## src/rtl/swflow_pkg.sv

```systemverilog
package swflow_pkg;

  typedef enum logic [1:0] {
    SEL_ON1  = 2'd0,
    SEL_ON2  = 2'd1,
    SEL_OFF1 = 2'd2,
    SEL_OFF2 = 2'd3
  } charSel_e;

  typedef enum logic [1:0] {
    PEND_NONE = 2'd0,
    PEND_ON   = 2'd1,
    PEND_OFF  = 2'd2
  } pend_e;

  typedef struct packed {
    logic xon1;
    logic xon2;
    logic xoff1;
    logic xoff2;
  } match_t;

  typedef struct packed {
    logic writeCur;
    logic writeHeld;
    logic holdCur;
    logic loadReplay;
  } rxStrobe_t;

endpackage

```

## src/rtl/swflow_datapath.sv

```systemverilog
module swflow_datapath
  import swflow_pkg::*;
#(
  parameter int CHAR_W = 8
) (
  input  logic              clk,
  input  logic              rstN,
  input  logic [CHAR_W-1:0] rxData,
  input  logic [CHAR_W-1:0] xonChar1,
  input  logic [CHAR_W-1:0] xonChar2,
  input  logic [CHAR_W-1:0] xoffChar1,
  input  logic [CHAR_W-1:0] xoffChar2,
  input  rxStrobe_t         strb,
  input  charSel_e          txSel,
  output match_t            match,
  output logic              fifoWrEn,
  output logic [CHAR_W-1:0] fifoWrData,
  output logic [CHAR_W-1:0] txInsChar
);

  logic [CHAR_W-1:0] heldChar;
  logic [CHAR_W-1:0] replayChar;
  logic              replayPend;

  // full-width equality: register bit 0 meets received bit 0 (LSB first on the line)
  always_comb begin
    match.xon1  = (rxData == xonChar1);
    match.xon2  = (rxData == xonChar2);
    match.xoff1 = (rxData == xoffChar1);
    match.xoff2 = (rxData == xoffChar2);
  end

  always_ff @(posedge clk) begin
    if (!rstN) begin
      heldChar   <= '0;
      replayChar <= '0;
      replayPend <= 1'b0;
      fifoWrEn   <= 1'b0;
      fifoWrData <= '0;
    end else begin
      if (strb.holdCur) heldChar <= rxData;
      if (strb.loadReplay) replayChar <= rxData;
      replayPend <= strb.loadReplay;
      fifoWrEn   <= strb.writeCur | strb.writeHeld | replayPend;
      if (strb.writeHeld)     fifoWrData <= heldChar;
      else if (replayPend)    fifoWrData <= replayChar;
      else if (strb.writeCur) fifoWrData <= rxData;
    end
  end

  always_comb begin
    unique case (txSel)
      SEL_ON1:  txInsChar = xonChar1;
      SEL_ON2:  txInsChar = xonChar2;
      SEL_OFF1: txInsChar = xoffChar1;
      default:  txInsChar = xoffChar2;
    endcase
  end

endmodule

```

## src/rtl/swflow_control.sv

```systemverilog
module swflow_control
  import swflow_pkg::*;
#(
  parameter int LVL_W = 5
) (
  input  logic             clk,
  input  logic             rstN,
  input  logic             rxValid,
  input  logic [3:0]       ctrlMode,
  input  logic             specialEn,
  input  match_t           match,
  input  logic [LVL_W-1:0] fifoLevel,
  input  logic [LVL_W-1:0] hiTrig,
  input  logic [LVL_W-1:0] loTrig,
  input  logic             specRead,
  input  logic             txInsReady,
  output rxStrobe_t        strb,
  output charSel_e         txSel,
  output logic             txHalt,
  output logic             specIrq,
  output logic             txInsValid
);

  localparam logic [1:0] MODE_NONE  = 2'b00;
  localparam logic [1:0] MODE_PAIR1 = 2'b10;
  localparam logic [1:0] MODE_PAIR2 = 2'b01;
  localparam logic [1:0] MODE_BOTH  = 2'b11;

  logic [1:0] rxMode;
  logic [1:0] txMode;
  logic       rxOn;
  logic       setHalt;
  logic       clrHalt;
  logic       setSpec;
  pend_e      pend;
  pend_e      pendNext;

  assign rxMode = ctrlMode[1:0];
  assign txMode = ctrlMode[3:2];
  assign rxOn   = !specialEn && (rxMode != MODE_NONE);

  // receive-side decision
  always_comb begin
    strb     = '0;
    setHalt  = 1'b0;
    clrHalt  = 1'b0;
    setSpec  = 1'b0;
    pendNext = pend;
    if (!rxOn || rxMode != MODE_BOTH) pendNext = PEND_NONE;
    if (rxValid) begin
      if (specialEn) begin
        strb.writeCur = 1'b1;
        setSpec       = match.xoff2;
      end else begin
        unique case (rxMode)
          MODE_PAIR1: begin
            if (match.xoff1)     setHalt = 1'b1;
            else if (match.xon1) clrHalt = 1'b1;
            else                 strb.writeCur = 1'b1;
          end
          MODE_PAIR2: begin
            if (match.xoff2)     setHalt = 1'b1;
            else if (match.xon2) clrHalt = 1'b1;
            else                 strb.writeCur = 1'b1;
          end
          MODE_BOTH: begin
            unique case (pend)
              PEND_ON: begin
                pendNext = PEND_NONE;
                if (match.xon2) clrHalt = 1'b1;
                else begin
                  strb.writeHeld  = 1'b1;
                  strb.loadReplay = 1'b1;
                end
              end
              PEND_OFF: begin
                pendNext = PEND_NONE;
                if (match.xoff2) setHalt = 1'b1;
                else begin
                  strb.writeHeld  = 1'b1;
                  strb.loadReplay = 1'b1;
                end
              end
              default: begin
                if (match.xoff1) begin
                  strb.holdCur = 1'b1;
                  pendNext     = PEND_OFF;
                end else if (match.xon1) begin
                  strb.holdCur = 1'b1;
                  pendNext     = PEND_ON;
                end else begin
                  strb.writeCur = 1'b1;
                end
              end
            endcase
          end
          default: strb.writeCur = 1'b1;
        endcase
      end
    end
  end

  always_ff @(posedge clk) begin
    if (!rstN) begin
      pend    <= PEND_NONE;
      txHalt  <= 1'b0;
      specIrq <= 1'b0;
    end else begin
      pend <= pendNext;
      if (!rxOn)        txHalt <= 1'b0;
      else if (setHalt) txHalt <= 1'b1;
      else if (clrHalt) txHalt <= 1'b0;
      if (setSpec)       specIrq <= 1'b1;
      else if (specRead) specIrq <= 1'b0;
    end
  end

  // transmit-side insertion requests
  logic       throttled;
  logic       sendOff;
  logic       sendIdx;
  logic [1:0] sendMode;
  logic       useSecond;

  always_ff @(posedge clk) begin
    if (!rstN) begin
      throttled  <= 1'b0;
      txInsValid <= 1'b0;
      sendOff    <= 1'b0;
      sendIdx    <= 1'b0;
      sendMode   <= MODE_NONE;
    end else if (txInsValid) begin
      if (txInsReady) begin
        if (sendMode == MODE_BOTH && !sendIdx) sendIdx <= 1'b1;
        else txInsValid <= 1'b0;
      end
    end else if (txMode == MODE_NONE) begin
      throttled <= 1'b0;
    end else if (!throttled && fifoLevel >= hiTrig) begin
      throttled  <= 1'b1;
      txInsValid <= 1'b1;
      sendOff    <= 1'b1;
      sendIdx    <= 1'b0;
      sendMode   <= txMode;
    end else if (throttled && fifoLevel < loTrig) begin
      throttled  <= 1'b0;
      txInsValid <= 1'b1;
      sendOff    <= 1'b0;
      sendIdx    <= 1'b0;
      sendMode   <= txMode;
    end
  end

  assign useSecond = (sendMode == MODE_PAIR2) || (sendMode == MODE_BOTH && sendIdx);

  always_comb begin
    if (sendOff) txSel = useSecond ? SEL_OFF2 : SEL_OFF1;
    else         txSel = useSecond ? SEL_ON2  : SEL_ON1;
  end

endmodule

```

## src/rtl/uart_swflow_ctrl.sv

```systemverilog
module uart_swflow_ctrl
  import swflow_pkg::*;
#(
  parameter int CHAR_W = 8,
  parameter int LVL_W  = 5
) (
  input  logic              clk,
  input  logic              rstN,
  input  logic              rxValid,
  input  logic [CHAR_W-1:0] rxData,
  input  logic [3:0]        ctrlMode,
  input  logic              specialEn,
  input  logic [CHAR_W-1:0] xonChar1,
  input  logic [CHAR_W-1:0] xonChar2,
  input  logic [CHAR_W-1:0] xoffChar1,
  input  logic [CHAR_W-1:0] xoffChar2,
  input  logic [LVL_W-1:0]  fifoLevel,
  input  logic [LVL_W-1:0]  hiTrig,
  input  logic [LVL_W-1:0]  loTrig,
  input  logic              specRead,
  input  logic              txInsReady,
  output logic              fifoWrEn,
  output logic [CHAR_W-1:0] fifoWrData,
  output logic              txHalt,
  output logic              txInsValid,
  output logic [CHAR_W-1:0] txInsChar,
  output logic              specIrq
);

  match_t    match;
  rxStrobe_t strb;
  charSel_e  txSel;

  swflow_control #(.LVL_W(LVL_W)) i_ctrl (
    .clk        (clk),
    .rstN       (rstN),
    .rxValid    (rxValid),
    .ctrlMode   (ctrlMode),
    .specialEn  (specialEn),
    .match      (match),
    .fifoLevel  (fifoLevel),
    .hiTrig     (hiTrig),
    .loTrig     (loTrig),
    .specRead   (specRead),
    .txInsReady (txInsReady),
    .strb       (strb),
    .txSel      (txSel),
    .txHalt     (txHalt),
    .specIrq    (specIrq),
    .txInsValid (txInsValid)
  );

  swflow_datapath #(.CHAR_W(CHAR_W)) i_dp (
    .clk        (clk),
    .rstN       (rstN),
    .rxData     (rxData),
    .xonChar1   (xonChar1),
    .xonChar2   (xonChar2),
    .xoffChar1  (xoffChar1),
    .xoffChar2  (xoffChar2),
    .strb       (strb),
    .txSel      (txSel),
    .match      (match),
    .fifoWrEn   (fifoWrEn),
    .fifoWrData (fifoWrData),
    .txInsChar  (txInsChar)
  );

endmodule

```

## config.mk

```make
export PLATFORM = sky130hd
export DESIGN_NAME = uart_swflow_ctrl
export DESIGN_NICKNAME = d
export VERILOG_FILES = /design/src/rtl/swflow_pkg.sv /design/src/rtl/swflow_datapath.sv /design/src/rtl/swflow_control.sv /design/src/rtl/uart_swflow_ctrl.sv
export SDC_FILE = /design/constraint.sdc
export NUM_CORES = 1
export LEC_CHECK = 0
export BUFFER_PORTS_ARGS = -buffer_cell sky130_fd_sc_hd__buf_2
export CAP_MARGIN = 20
export CORE_UTILIZATION = 45
export DETAILED_ROUTE_END_ITERATION = 16
export PLACE_DENSITY = 0.78
export SLEW_MARGIN = 0
export SYNTH_ARGS = -nofsm -noshare
export SYNTH_HDL_FRONTEND = slang
export SYNTH_HIERARCHICAL = 1
export SYNTH_SLANG_ARGS = --single-unit
```

## constraint.sdc

```tcl
create_clock -name clk -period 1.9 [get_ports clk]
set_clock_uncertainty 0.15 [all_clocks]
set_input_delay 0.19 -clock clk [delete_from_list [all_inputs] [get_ports clk]]
set_output_delay 0.19 -clock clk [all_outputs]
set_load 0.03 [all_outputs]
```

After elaboration in Yosys (flattened, before gate mapping)
Cells that the tools add are included.
W data, S select, Z words.
{"block": "word_totals", "input_bits": 65, "regBits": 36, "word_cells": 125, "out_inout_bits": 20}
{"block": "op_classes", "magnitude_cmp": 2, "reduce_logical": 25, "bitwise_logic": 4, "n_eq_ne": 17, "mux": 64}
{"cell": "$mux W1", "count": 43}
{"cell": "$eq A8 B8 Y1", "count": 4}
{"cell": "$mux W8", "count": 3}
{"cell": "$pmux W8 S3", "count": 1}
{"cell": "$mux W2", "count": 10}
{"cell": "$eq A2 B2 Y1 const B", "count": 5}
{"cell": "$pmux W1 S3", "count": 3}
{"cell": "$reduce_bool A3 Y1", "count": 3}
{"cell": "$eq A2 B1 Y1 const B", "count": 4}
{"cell": "$reduce_bool A2 Y1", "count": 4}
{"cell": "$mux W3", "count": 2}
{"cell": "$ne A2 B2 Y1 const B", "count": 3}
{"cell": "$ge A5 B5 Y1", "count": 1}
{"cell": "$logic_and A1 B1 Y1", "count": 5}
{"cell": "$lt A5 B5 Y1", "count": 1}
{"cell": "$logic_not A1 Y1", "count": 4}
{"cell": "$logic_not A2 Y1", "count": 2}
{"cell": "$mux W4", "count": 1}
{"cell": "$reduce_and A2 Y1", "count": 2}
{"cell": "$reduce_and A4 Y1", "count": 1}
{"cell": "$reduce_and A3 Y1", "count": 1}
{"cell": "$logic_or A1 B1 Y1", "count": 2}
{"cell": "$ne A2 B1 Y1 const B", "count": 1}
{"cell": "$not A1 Y1", "count": 2}
{"cell": "3 further kinds", "count": 4}

Logic depth before layout (Yosys ltp)
Gate-level depths: netlist of the first run.
{"block": "depth", "ltp_word": 11, "depth_mapped": 13, "ltp_nobuf": 9}

Modules after synthesis
Netlist of the first run, hierarchy kept.
{"module": "swflow_datapath", "seq_area_each_um2": 520.5, "instances": 1, "area_per_inst_um2": 1655.3, "cells_per_inst": 158}
{"module": "swflow_control", "seq_area_each_um2": 200.2, "instances": 1, "area_per_inst_um2": 830.8, "cells_per_inst": 108}

Least setup slack after synthesis of the first run
OpenSTA, ideal clock, no wires.
{"block": "synth_path", "path_kind": "input -> register", "start": "input port rxData[1]", "end": "register i_dp.fifoWrData[4]", "arrival_ns": 1.852, "cell_stages": 13, "n_path_buf": 4, "setup_ns": 0.070, "path_slack_ns": -0.172, "required_ns": 1.680, "path_cell_list": "buf_2 -> xnor2_1 -> nand4_1 -> nor2_1 -> inv_1 -> a22oi_1 -> nor3_1 -> buf_4 -> buf_4 -> nor3_2 -> and2_1 -> buf_6 -> o2bb2ai_1"}
{"item": "start, declared", "line": "uart_swflow_ctrl.sv:10", "rtl": "input logic [CHAR_W-1:0] rxData,"}
{"item": "end signal, assigned", "line": "swflow_datapath.sv:45", "rtl": "if (strb.writeHeld) fifoWrData <= heldChar;"}
{"item": "end signal, assigned", "line": "swflow_datapath.sv:46", "rtl": "else if (replayPend) fifoWrData <= replayChar;"}
{"item": "end signal, assigned", "line": "swflow_datapath.sv:47", "rtl": "else if (strb.writeCur) fifoWrData <= rxData;"}
{"item": "end, declared", "line": "swflow_datapath.sv:17", "rtl": "output logic [CHAR_W-1:0] fifoWrData,"}

Worst setup path in the final report of the first run
{"block": "layout_path", "start": "register i_ctrl.sendIdx", "end": "output port txInsChar[4]"}
{"block": "layout_via", "elab_chain_cells": 6, "word_cells_on_any_way": 9, "cone_classes": "eq/ne (2); mux (4); reduce/logical (3)"}
{"item": "start, declared", "line": "swflow_control.sv:121", "rtl": "logic sendIdx;"}
{"item": "start signal, assigned", "line": "swflow_control.sv:130", "rtl": "sendIdx <= 1'b0;"}
{"item": "start signal, assigned", "line": "swflow_control.sv:134", "rtl": "if (sendMode == MODE_BOTH && !sendIdx) sendIdx <= 1'b1;"}
{"item": "start signal, assigned", "line": "swflow_control.sv:143", "rtl": "sendIdx <= 1'b0;"}
{"item": "$logic_and A1 B1 Y1 *", "line": "swflow_control.sv:154", "rtl": "assign useSecond = (sendMode == MODE_PAIR2) || (sendMode == MODE_BOTH && sendIdx);"}
{"item": "$logic_or A1 B1 Y1 *", "line": "swflow_control.sv:154"}
{"item": "$mux W1", "line": "swflow_control.sv:157, swflow_control.sv:158"}
{"item": "$mux W2 *", "line": "swflow_control.sv:157", "rtl": "if (sendOff) txSel = useSecond ? SEL_OFF2 : SEL_OFF1;"}
{"item": "named net txSel[0]", "line": "uart_swflow_ctrl.sv:32", "rtl": "charSel_e txSel;"}
{"item": "$eq A2 B2 Y1 (tied with other cells)", "line": "swflow_datapath.sv:52", "rtl": "unique case (txSel)"}
{"item": "$pmux W8 S3 *", "line": "swflow_datapath.sv:52"}
{"item": "end, declared", "line": "uart_swflow_ctrl.sv:26", "rtl": "output logic [CHAR_W-1:0] txInsChar,"}
The timed path passes the listed nets; every way through them passes the cells marked *.

==> run metrics, run 1 <==
Max-Cap Viols 0; Yosys cell types 44; failing checks setup timing; vias per cell 5.42; drt drc 0; yosys warns 6; hold_sp ctrlMode[2]; chip height 76.3 µm; # setup viols final 11; mapped cell area 2490 µm²; vias in the first global route 2440; Critical Path Most Common Cell buf_6; Finished Core Util 65.2%; total track usage 23.0%; Net count, final 440; ANT nets after route 0; detailed placer's ending HPWL 4870 µm; switch share 29.9%; max-slew violation count 0; post-synthesis sequential area ratio 29.0%; CP startpoint i_ctrl/sendIdx; final std cells w/o fill 434; leakage 1.39 nW; clk slew on worst S/H paths 0.06 ns; Int Power 1.42 mW; RSZ-0062 raised after global routing yes; setup tns final -0.656 ns; PD cells 598 nW/µm²; Crit path depth 5; Worst path slowest cell mux4_2; Placed Cells 420; Core Region 5200 µm²; Post-Syn Instances 266; hold_ws 0.0149 ns; Setup Slack @ Placement -0.535 ns; number of cell rows 26; Worst setup SP type flip-flop; Crit path arrival time 1.65 ns; maximum vdd drop 0.463 mV; DR WL/cell 15.1 µm; Critical Path Fanout Max 8; syn_area_per_cell 9.35 µm²; cts bufs inserted 5; DR iter-0 viols 96; FILL cells 425; Max stage delay on crit path 0.53 ns; routed wire length 6570 µm; final period demand of the worst path 1.99 ns; gpl congestion 0.864; most frequent cells in the layout buf_2 (76), dfxtp_1 (32), xnor2_1 (28); Clock power frac 28.4%; final worst slack -0.0915 ns; Psw 0.605 mW; crit path kind flip-flop to output port; Rel. slew slack 48.9%; Final Cell Area 3390 µm²; die area 5830 µm²; RR Startpoint i_ctrl/pend[1]; vias after detailed routing 2352; CTS root buffer clkbuf_8; Final Hold Fails 0; post-route clock period utilization 105%; Clock Tree Buf Depth 2; diode count 0; first-pass GRT wire length 10700 µm; largest net degree at the start of global routing 23; Clock Sinks 36; I/O pin count 85; DR pass1 iterations 4; Clk Latency, worst-skew pair 0.28 ns; synthesized flop and latch total 36; Required @ worst endpoint 1.56 ns; Synthesized Nets 342; Buf+Inv Stages, Crit Path 3; Crit. End Element output port; GR Overflow Total 0; most common cell after layout, fill and taps aside buf_2; DP Area 3060 µm²; CTS H-tree depth 2; layout cells sized above 1 43.4%; DIE WIDTH 76.3 µm; run status finished with violations; Sequential Power Share 40.0%; antenna violations before repair 0; top achievable clock speed 502 MHz; Initial Utilization 47.8%; final total power 2.03 mW; Logic pwr share 31.6%; CP top delay family multiplexers; port bufs 84; hold path cells 3; Hold Path Class primary input to flip-flop; Reg2Reg Depth 9; CTS tree done; Layout Area Growth over Synthesis 36.4%; worst slew pin tran 0.765 ns; critical-path cell list inv_2 -> a21boi_2 -> buf_6 -> mux4_2 -> buf_6
[worst paths after layout]
path,slack [ns],endpoint
max,-0.09,txInsChar[4]
min,0.01,i_ctrl/sendMode[0]
max reg2reg,-0.04,i_dp/fifoWrData[2]
min reg2reg,0.33,i_dp/fifoWrData[6]
[kinds of logic after synthesis]
kind of cell	Yosys count	share of synthesized area, %
mux	26	15.1
fa+ha+maj	11	5.54
flops	36	29.0
simple gates	66	14.9
compound gates	54	15.7
buf+inv	41	8.51
xor+xnor	32	11.3
[cell usage after synthesis]
cell type / number / area, µm²
dfxtp_1: 36 / 721
xnor2_1: 32 / 280
nor2b_1: 22 / 138
inv_1: 18 / 67.6
mux2i_1: 18 / 180
o21ai_0: 14 / 70.1
ha_1: 11 / 138
buf_2: 10 / 50.1
nand2_1: 9 / 33.8
nand4_1: 9 / 56.3
a221oi_1: 8 / 70.1
o2bb2ai_1: 8 / 70.1
nor2_1: 7 / 26.3
a21oi_1: 6 / 30.0
nand3_1: 6 / 30.0
clkbuf_1: 5 / 18.8
buf_4: 4 / 30.0
buf_6: 4 / 45.0
mux4_1: 4 / 105
mux4_2: 4 / 90.1
nand2b_1: 4 / 25.0
a21boi_0: 2 / 15.0
a32oi_1: 2 / 17.5
and2_1: 2 / 12.5
o21ai_1: 2 / 10.0
a211oi_1: 1 / 7.51
a21o_1: 1 / 7.51
a21oi_2: 1 / 8.76
a22o_1: 1 / 8.76
a22oi_1: 1 / 7.51
a31oi_1: 1 / 6.26
a31oi_2: 1 / 12.5
a32o_1: 1 / 10.0
and2b_1: 1 / 7.51
nor3_1: 1 / 5.00
nor3_2: 1 / 10.0
nor3b_1: 1 / 7.51
nor4_1: 1 / 6.26
o21a_1: 1 / 7.51
o22ai_1: 1 / 6.26
o311ai_0: 1 / 8.76
o32ai_2: 1 / 16.3
or2_1: 1 / 6.26
or2_2: 1 / 6.26
[worst min-delay path, cell delays in order]
cell	delay, ns
buf_2	0.10
nand2_1	0.05
mux2i_1	0.06
[final cells by class]
type,instances,area [µm²],area share (%)
sequential,36,726,21.4
timing repair buffer,114,731,21.5
tap,70,87.6,2.58
inverter,18,67.6,1.99
clock buffer,7,96.3,2.84
multi-input combinational,189,1680,49.6
[flip-flops by register name, summed over array words and instances (netlist names), 2 cells and up]
signal,flops
i_ctrl/pend,2
i_ctrl/sendMode,2
i_dp/fifoWrData,8
i_dp/heldChar,8
i_dp/replayChar,8
[per-layer routing]
| metal | up-vias | global-route usage, % | routed length, µm |
|---|---|---|---|
| met5 | - | 0 | 0 |
| met2 | 90 | 39.5 | 3290 |
| li1 | 1133 | - | - |
| met3 | 21 | 5.03 | 328 |
| met1 | 1108 | 27.2 | 2760 |
| met4 | 0 | 10.4 | 197 |
[power by group through the flow]
stage | Sequential [mW] | Clock [mW] | Combinational (mW)
finish | 0.811 | 0.575 | 0.641
floorplan | 0.841 | 0 | 0.378
CTS | 0.810 | 0.584 | 0.624
global placement | 0.825 | 0 | 0.548
detailed placement | 0.825 | 0 | 0.561
global route | 0.813 | 0.614 | 0.693
[repair_timing]
action                     in CTS  in global routing
hold endpoints to repair        1                  0
setup buffers                   4                  2
pin swaps                       2                  8
gates resized for setup        35                 12
hold buffers                    1                  0
setup endpoints to repair      17                 21
(Power assumes the default switching activity.)
==> run 2, diff against run 1 <==
CORE_ASPECT_RATIO = 1.1   (was unset)
==> run metrics, run 2 (synthesis gave the netlist of run 1 again) <==
Final Hold Fails 0; DIE WIDTH 72.9 µm; top achievable clock speed 502 MHz; cts bufs inserted 5; Largest regs i_dp/fifoWrData x8, i_dp/heldChar x8, i_dp/replayChar x8; post-route clock period utilization 105%; Layout Area Growth over Synthesis 44.3%; layout cells sized above 1 49.1%; Clock Sinks 36; I/O pin count 85; Critical Path Fanout Max 8; maximum vdd drop 0.406 mV; leakage 1.48 nW; clk slew on worst S/H paths 0.06 ns; final total power 2.06 mW; vias after detailed routing 2333; antenna violations before repair 0; Logic pwr share 33.6%; worst slew pin tran 0.688 ns; final period demand of the worst path 1.99 ns; CTS root buffer clkbuf_8; Final Cell Area 3590 µm²; first-pass GRT wire length 9960 µm; port bufs 84; Clock power frac 26.9%; drt drc 0; gpl congestion 0.906; Hold Path Class primary input to flip-flop; Initial Utilization 46.4%; Clk Latency, worst-skew pair 0.28 ns; DR WL/cell 15.0 µm; GR Overflow Total 0; Core Region 5360 µm²; crit path kind flip-flop to output port; diode count 0; max-slew violation count 0; Setup Slack @ Placement -0.428 ns; Max-Cap Viols 0; most common cell after layout, fill and taps aside buf_2; Psw 0.630 mW; vias in the first global route 2276; CTS tree done; CP startpoint i_ctrl/sendMode[0]; Rel. slew slack 54.1%; final worst slack -0.0935 ns; CTS H-tree depth 2; DP Area 3130 µm²; most frequent cells in the layout buf_2 (76), buf_4 (32), dfxtp_1 (31); DR pass1 iterations 4; Worst setup SP type flip-flop; DR iter-0 viols 72; vias per cell 5.21; die area 5830 µm²; RR Startpoint i_ctrl/pend[0]; Sequential Power Share 39.5%; Required @ worst endpoint 1.56 ns; Crit path arrival time 1.65 ns; ANT nets after route 0; total track usage 22.3%; run status finished with violations; RSZ-0062 raised after global routing yes; # setup viols final 8; PD cells 573 nW/µm²; Int Power 1.43 mW; hold_sp ctrlMode[3]; Crit. End Element output port; Clock Tree Buf Depth 2; number of cell rows 28; switch share 30.6%; Net count, final 448; routed wire length 6710 µm; failing checks setup timing; Finished Core Util 66.9%; largest net degree at the start of global routing 22; detailed placer's ending HPWL 4760 µm; chip height 80.0 µm
[run 2: path summary, 6_finish.rpt]
path / cells past startpoint / endpoint / slack [ns]
hold reg to reg: 2 / i_ctrl/specIrq / 0.32
setup reg to reg: 11 / i_dp/fifoWrData[5] / 0.01
hold / removal: 3 / i_ctrl/sendMode[1] / 0.008
setup / recovery: 4 / txInsChar[4] / -0.09
[run 2: what timing repair did]
action,CTS,global route
endpoints found under the setup margin,24,29
pin swaps,4,13
buffers inserted,3,1
hold buffers,2,0
endpoints found under the hold margin,2,0
gates resized for setup,42,36
cloned,0,0
[run 2: power groups by stage]
stage	registers [mW]	logic, mW	clock network [mW]
floorplan	0.841	0.378	0
global placement	0.825	0.563	0
detailed placement	0.824	0.576	0
CTS	0.808	0.650	0.565
global route	0.816	0.740	0.596
finish	0.813	0.692	0.552
[run 2: area by class of cell]
type                    count  area (µm²)
clock buffers               8        90.1
fillers                   410        1770
inverters                  18        67.6
multi-input cells         189        1820
flip-flops and latches     36         729
well taps                  75        93.8
repair buffers            122         788
[run 2: worst max-delay path: stages (launching register included)]
cell	delay, ns
dfxtp_2	0.33
a21boi_4	0.20
buf_8	0.17
mux4_2	0.52
buf_6	0.16
[run 2: through the flow]
stage	setup TNS, ns	hold slack (ns)	std cells
2_1_floorplan	-0.393	0.119	266
3_3_place_gp	-4.42	0.281	434
3_5_place_dp	-5.28	0.290	434
4_1_cts	-0.777	0.0000710	447
5_1_grt	-2.02	0.0150	448
6_report	-0.709	0.00754	448
[run 2: metal layers]
layer  vias up  share of wire [%]  track usage (%)  wire length, µm
li1       1152                  -                -                -
met1      1110                 42             25.8             2800
met2        59                 53             40.5             3530
met3        12                3.3             3.54              224
met4         0                2.2             9.02              149
met5         -                  0                0                0
==> run 3, diff against run 2 <==
PLACE_DENSITY = 0.77   (was 0.78)
SYNTH_HIERARCHICAL = unset   (was 1)
==> run metrics, run 3 <==
post-synth top area share 27.1%; hold path cells 3; DIE WIDTH 75.3 µm; GR Overflow Total 0; Clock Tree Buf Depth 2; CTS tree done; Hold Path Class primary input to flip-flop; maximum vdd drop 0.461 mV; DR iter-0 viols 120; vias in the first global route 2467; ANT nets after route 0; Rel. slew slack 57.5%; Sequential Power Share 39.4%; FILL cells 496; Worst setup SP type flip-flop; dominant synthesized flop cell dfxtp_1; Crit path arrival time 2.00 ns; switch share 31.2%; Final Cell Area 3670 µm²; diode count 0; Required @ worst endpoint 1.96 ns; largest net degree at the start of global routing 19; Setup Slack @ Placement -0.156 ns; synthesized flop and latch total 36; final worst slack -0.0326 ns; post-synthesis sequential area ratio 27.1%; Reg2Reg Setup Slack -0.03 ns; Core Region 5730 µm²; first-pass GRT wire length 10700 µm; Max-Cap Viols 0; max-slew violation count 0; cell taking the most area after synthesis dfxtp_1; Layout Area Growth over Synthesis 38.0%; PD cells 560 nW/µm²; DP Area 3370 µm²; vias per cell 5.33; layout cells sized above 1 40.8%; drt drc 0; Post-synth top cells dfxtp_1 (36), xor2_1 (32), nor2_1 (31); failing checks setup timing; crit path kind flip-flop to flip-flop; top achievable clock speed 517 MHz; Post-synth ARST share 0%; RSZ-0062 raised after global routing yes; Initial Utilization 46.4%; leakage 1.73 nW; DR WL/cell 15.0 µm; mapped cell area 2660 µm²; DR pass1 iterations 4; Crit. End Element flip-flop; Placed Cells 479; vias after detailed routing 2616; Critical Path Fanout Max 9; setup tns final -0.186 ns; post-route clock period utilization 102%; Clock power frac 27.3%; syn_area_per_cell 8.86 µm²; hold_sp ctrlMode[3]; Net count, final 489; Finished Core Util 64.0%; Clk Latency, worst-skew pair 0.29 ns; antenna violations before repair 0; most numerous cell in the Yosys netlist dfxtp_1; Logic pwr share 33.3%; most frequent cells in the layout buf_2 (76), buf_4 (36), dfxtp_1 (33); final std cells w/o fill 491; routed wire length 7370 µm; worst slew pin tran 0.636 ns; worst r2r dst i_dp.fifoWrData[4]; Final Hold Fails 0; I/O pin count 85; total track usage 22.8%; most common cell after layout, fill and taps aside buf_2; clk slew on worst S/H paths 0.07 ns; # setup viols final 11; cts bufs inserted 5; die area 6220 µm²; Post-Syn Instances 300; CTS H-tree depth 2; number of cell rows 29; hold-critical path endpoint i_ctrl.sendMode[1]; run status finished with violations; register area 724 µm²; Int Power 1.41 mW; yosys warns 0; port bufs 84; Largest regs i_dp.fifoWrData x8, i_dp.heldChar x8, i_dp.replayChar x8; Reg2Reg Depth 7; RR Startpoint i_ctrl.pend[0]; Clock Sinks 36; Synth area leaders dfxtp_1 (27%), xor2_1 (11%), mux2i_1 (9.8%); number of synthesized flops with an enable pin 0; CTS root buffer clkbuf_8; chip height 82.6 µm; detailed placer's ending HPWL 5410 µm; final period demand of the worst path 1.93 ns; gpl congestion 0.852; Synthesized Nets 376; Yosys cell types 45; area taken by multi-input logic gates 1800 µm²; Psw 0.640 mW
==> run 3: cell count changes after synthesis, sizes merged, moves of 7 or more <==
cell / change
mux2i: +8
nor3: +7
xnor2: -32
nor4: +7
o2bb2ai: -7
mux2: +8
nor2b: -19
nand4: -8
xor2: +32
nand2: +13
nor2: +24
==> run 3: layout make-up <==
cell class                      instances  area share [%]
Clock buffer                            8            2.46
Multi-Input combinational cell        223            48.9
Sequential cell                        36            19.7
Timing Repair Buffer                  129            24.4
Tap cell                               77            2.63
Inverter                               18            1.84
==> run 3: cell families (layout without fill, tap and decap cells) <==
| group | after synthesis | count (layout) | share of synthesized area (%) |
|---|---|---|---|
| AND/OR/NAND/NOR | 90 | 90 | 15.9 |
| multiplexers | 42 | 42 | 20.0 |
| XOR/XNOR | 32 | 32 | 10.5 |
| flip-flops | 36 | 36 | 27.1 |
| buffers and inverters | 41 | 155 | 8.23 |
| AO/OA/AOI/OAI | 48 | 48 | 13.1 |
| adder cells (fa/ha/maj) | 11 | 11 | 5.18 |
==> run 3: power by group through the flow <==
stage	clock network, mW	logic [mW]	registers [mW]
floorplan	0	0.355	0.854
global placement	0	0.609	0.823
detailed placement	0	0.617	0.823
CTS	0.571	0.637	0.809
global route	0.604	0.735	0.813
finish	0.559	0.684	0.810
==> run 3: layer usage <==
layer	routed length (µm)	up-vias	track usage, %	share of wire [%]
li1	-	1277	-	-
met1	3060	1207	26.3	42
met2	3620	117	41.6	49
met3	510	15	4.49	6.9
met4	172	0	7.59	2.3
met5	0	-	0	0
==> run 3: metrics by stage <==
| step | hold WS (ns) | power (mW) |
|---|---|---|
| 2_1_floorplan | 0.170 | 1.21 |
| 3_3_place_gp | 0.275 | 1.43 |
| 3_5_place_dp | 0.276 | 1.44 |
| 4_1_cts | 0.00320 | 2.02 |
| 5_1_grt | 0.0298 | 2.15 |
| 6_report | 0.00405 | 2.05 |
==> run 3: repair_timing <==
action | 4_1_cts | 5_1_grt
setup endpoints to repair | 25 | 33
buffers inserted | 1 | 0
cloned | 0 | 2
hold endpoints to repair | 1 | 0
pin swaps | 3 | 8
gates resized for setup | 13 | 35
hold buffers | 1 | 0
==> run 3: critical path: stages, from the launching register on <==
cell	delay (ns)
dfxtp_2	0.33
inv_2	0.04
ha_4	0.20
or3b_4	0.40
a21boi_1	0.14
o2111a_1	0.27
buf_12	0.16
mux2i_1	0.16
==> run 3: worst max path at each step <==
stage | startpoint | to | slack (ns)
after global routing | i_ctrl.pend[0] | i_dp.fifoWrData[4] | -0.11
after detailed placement | rxData[4] | i_dp.fifoWrData[7] | -0.16
after CTS | i_ctrl.pend[0] | i_dp.fifoWrData[7] | -0.04
after global placement | rxData[6] | i_dp.fifoWrData[0] | -0.16
after floorplan | i_ctrl.pend[0] | i_dp.fifoWrData[7] | -0.06
final | i_ctrl.pend[0] | i_dp.fifoWrData[4] | -0.03
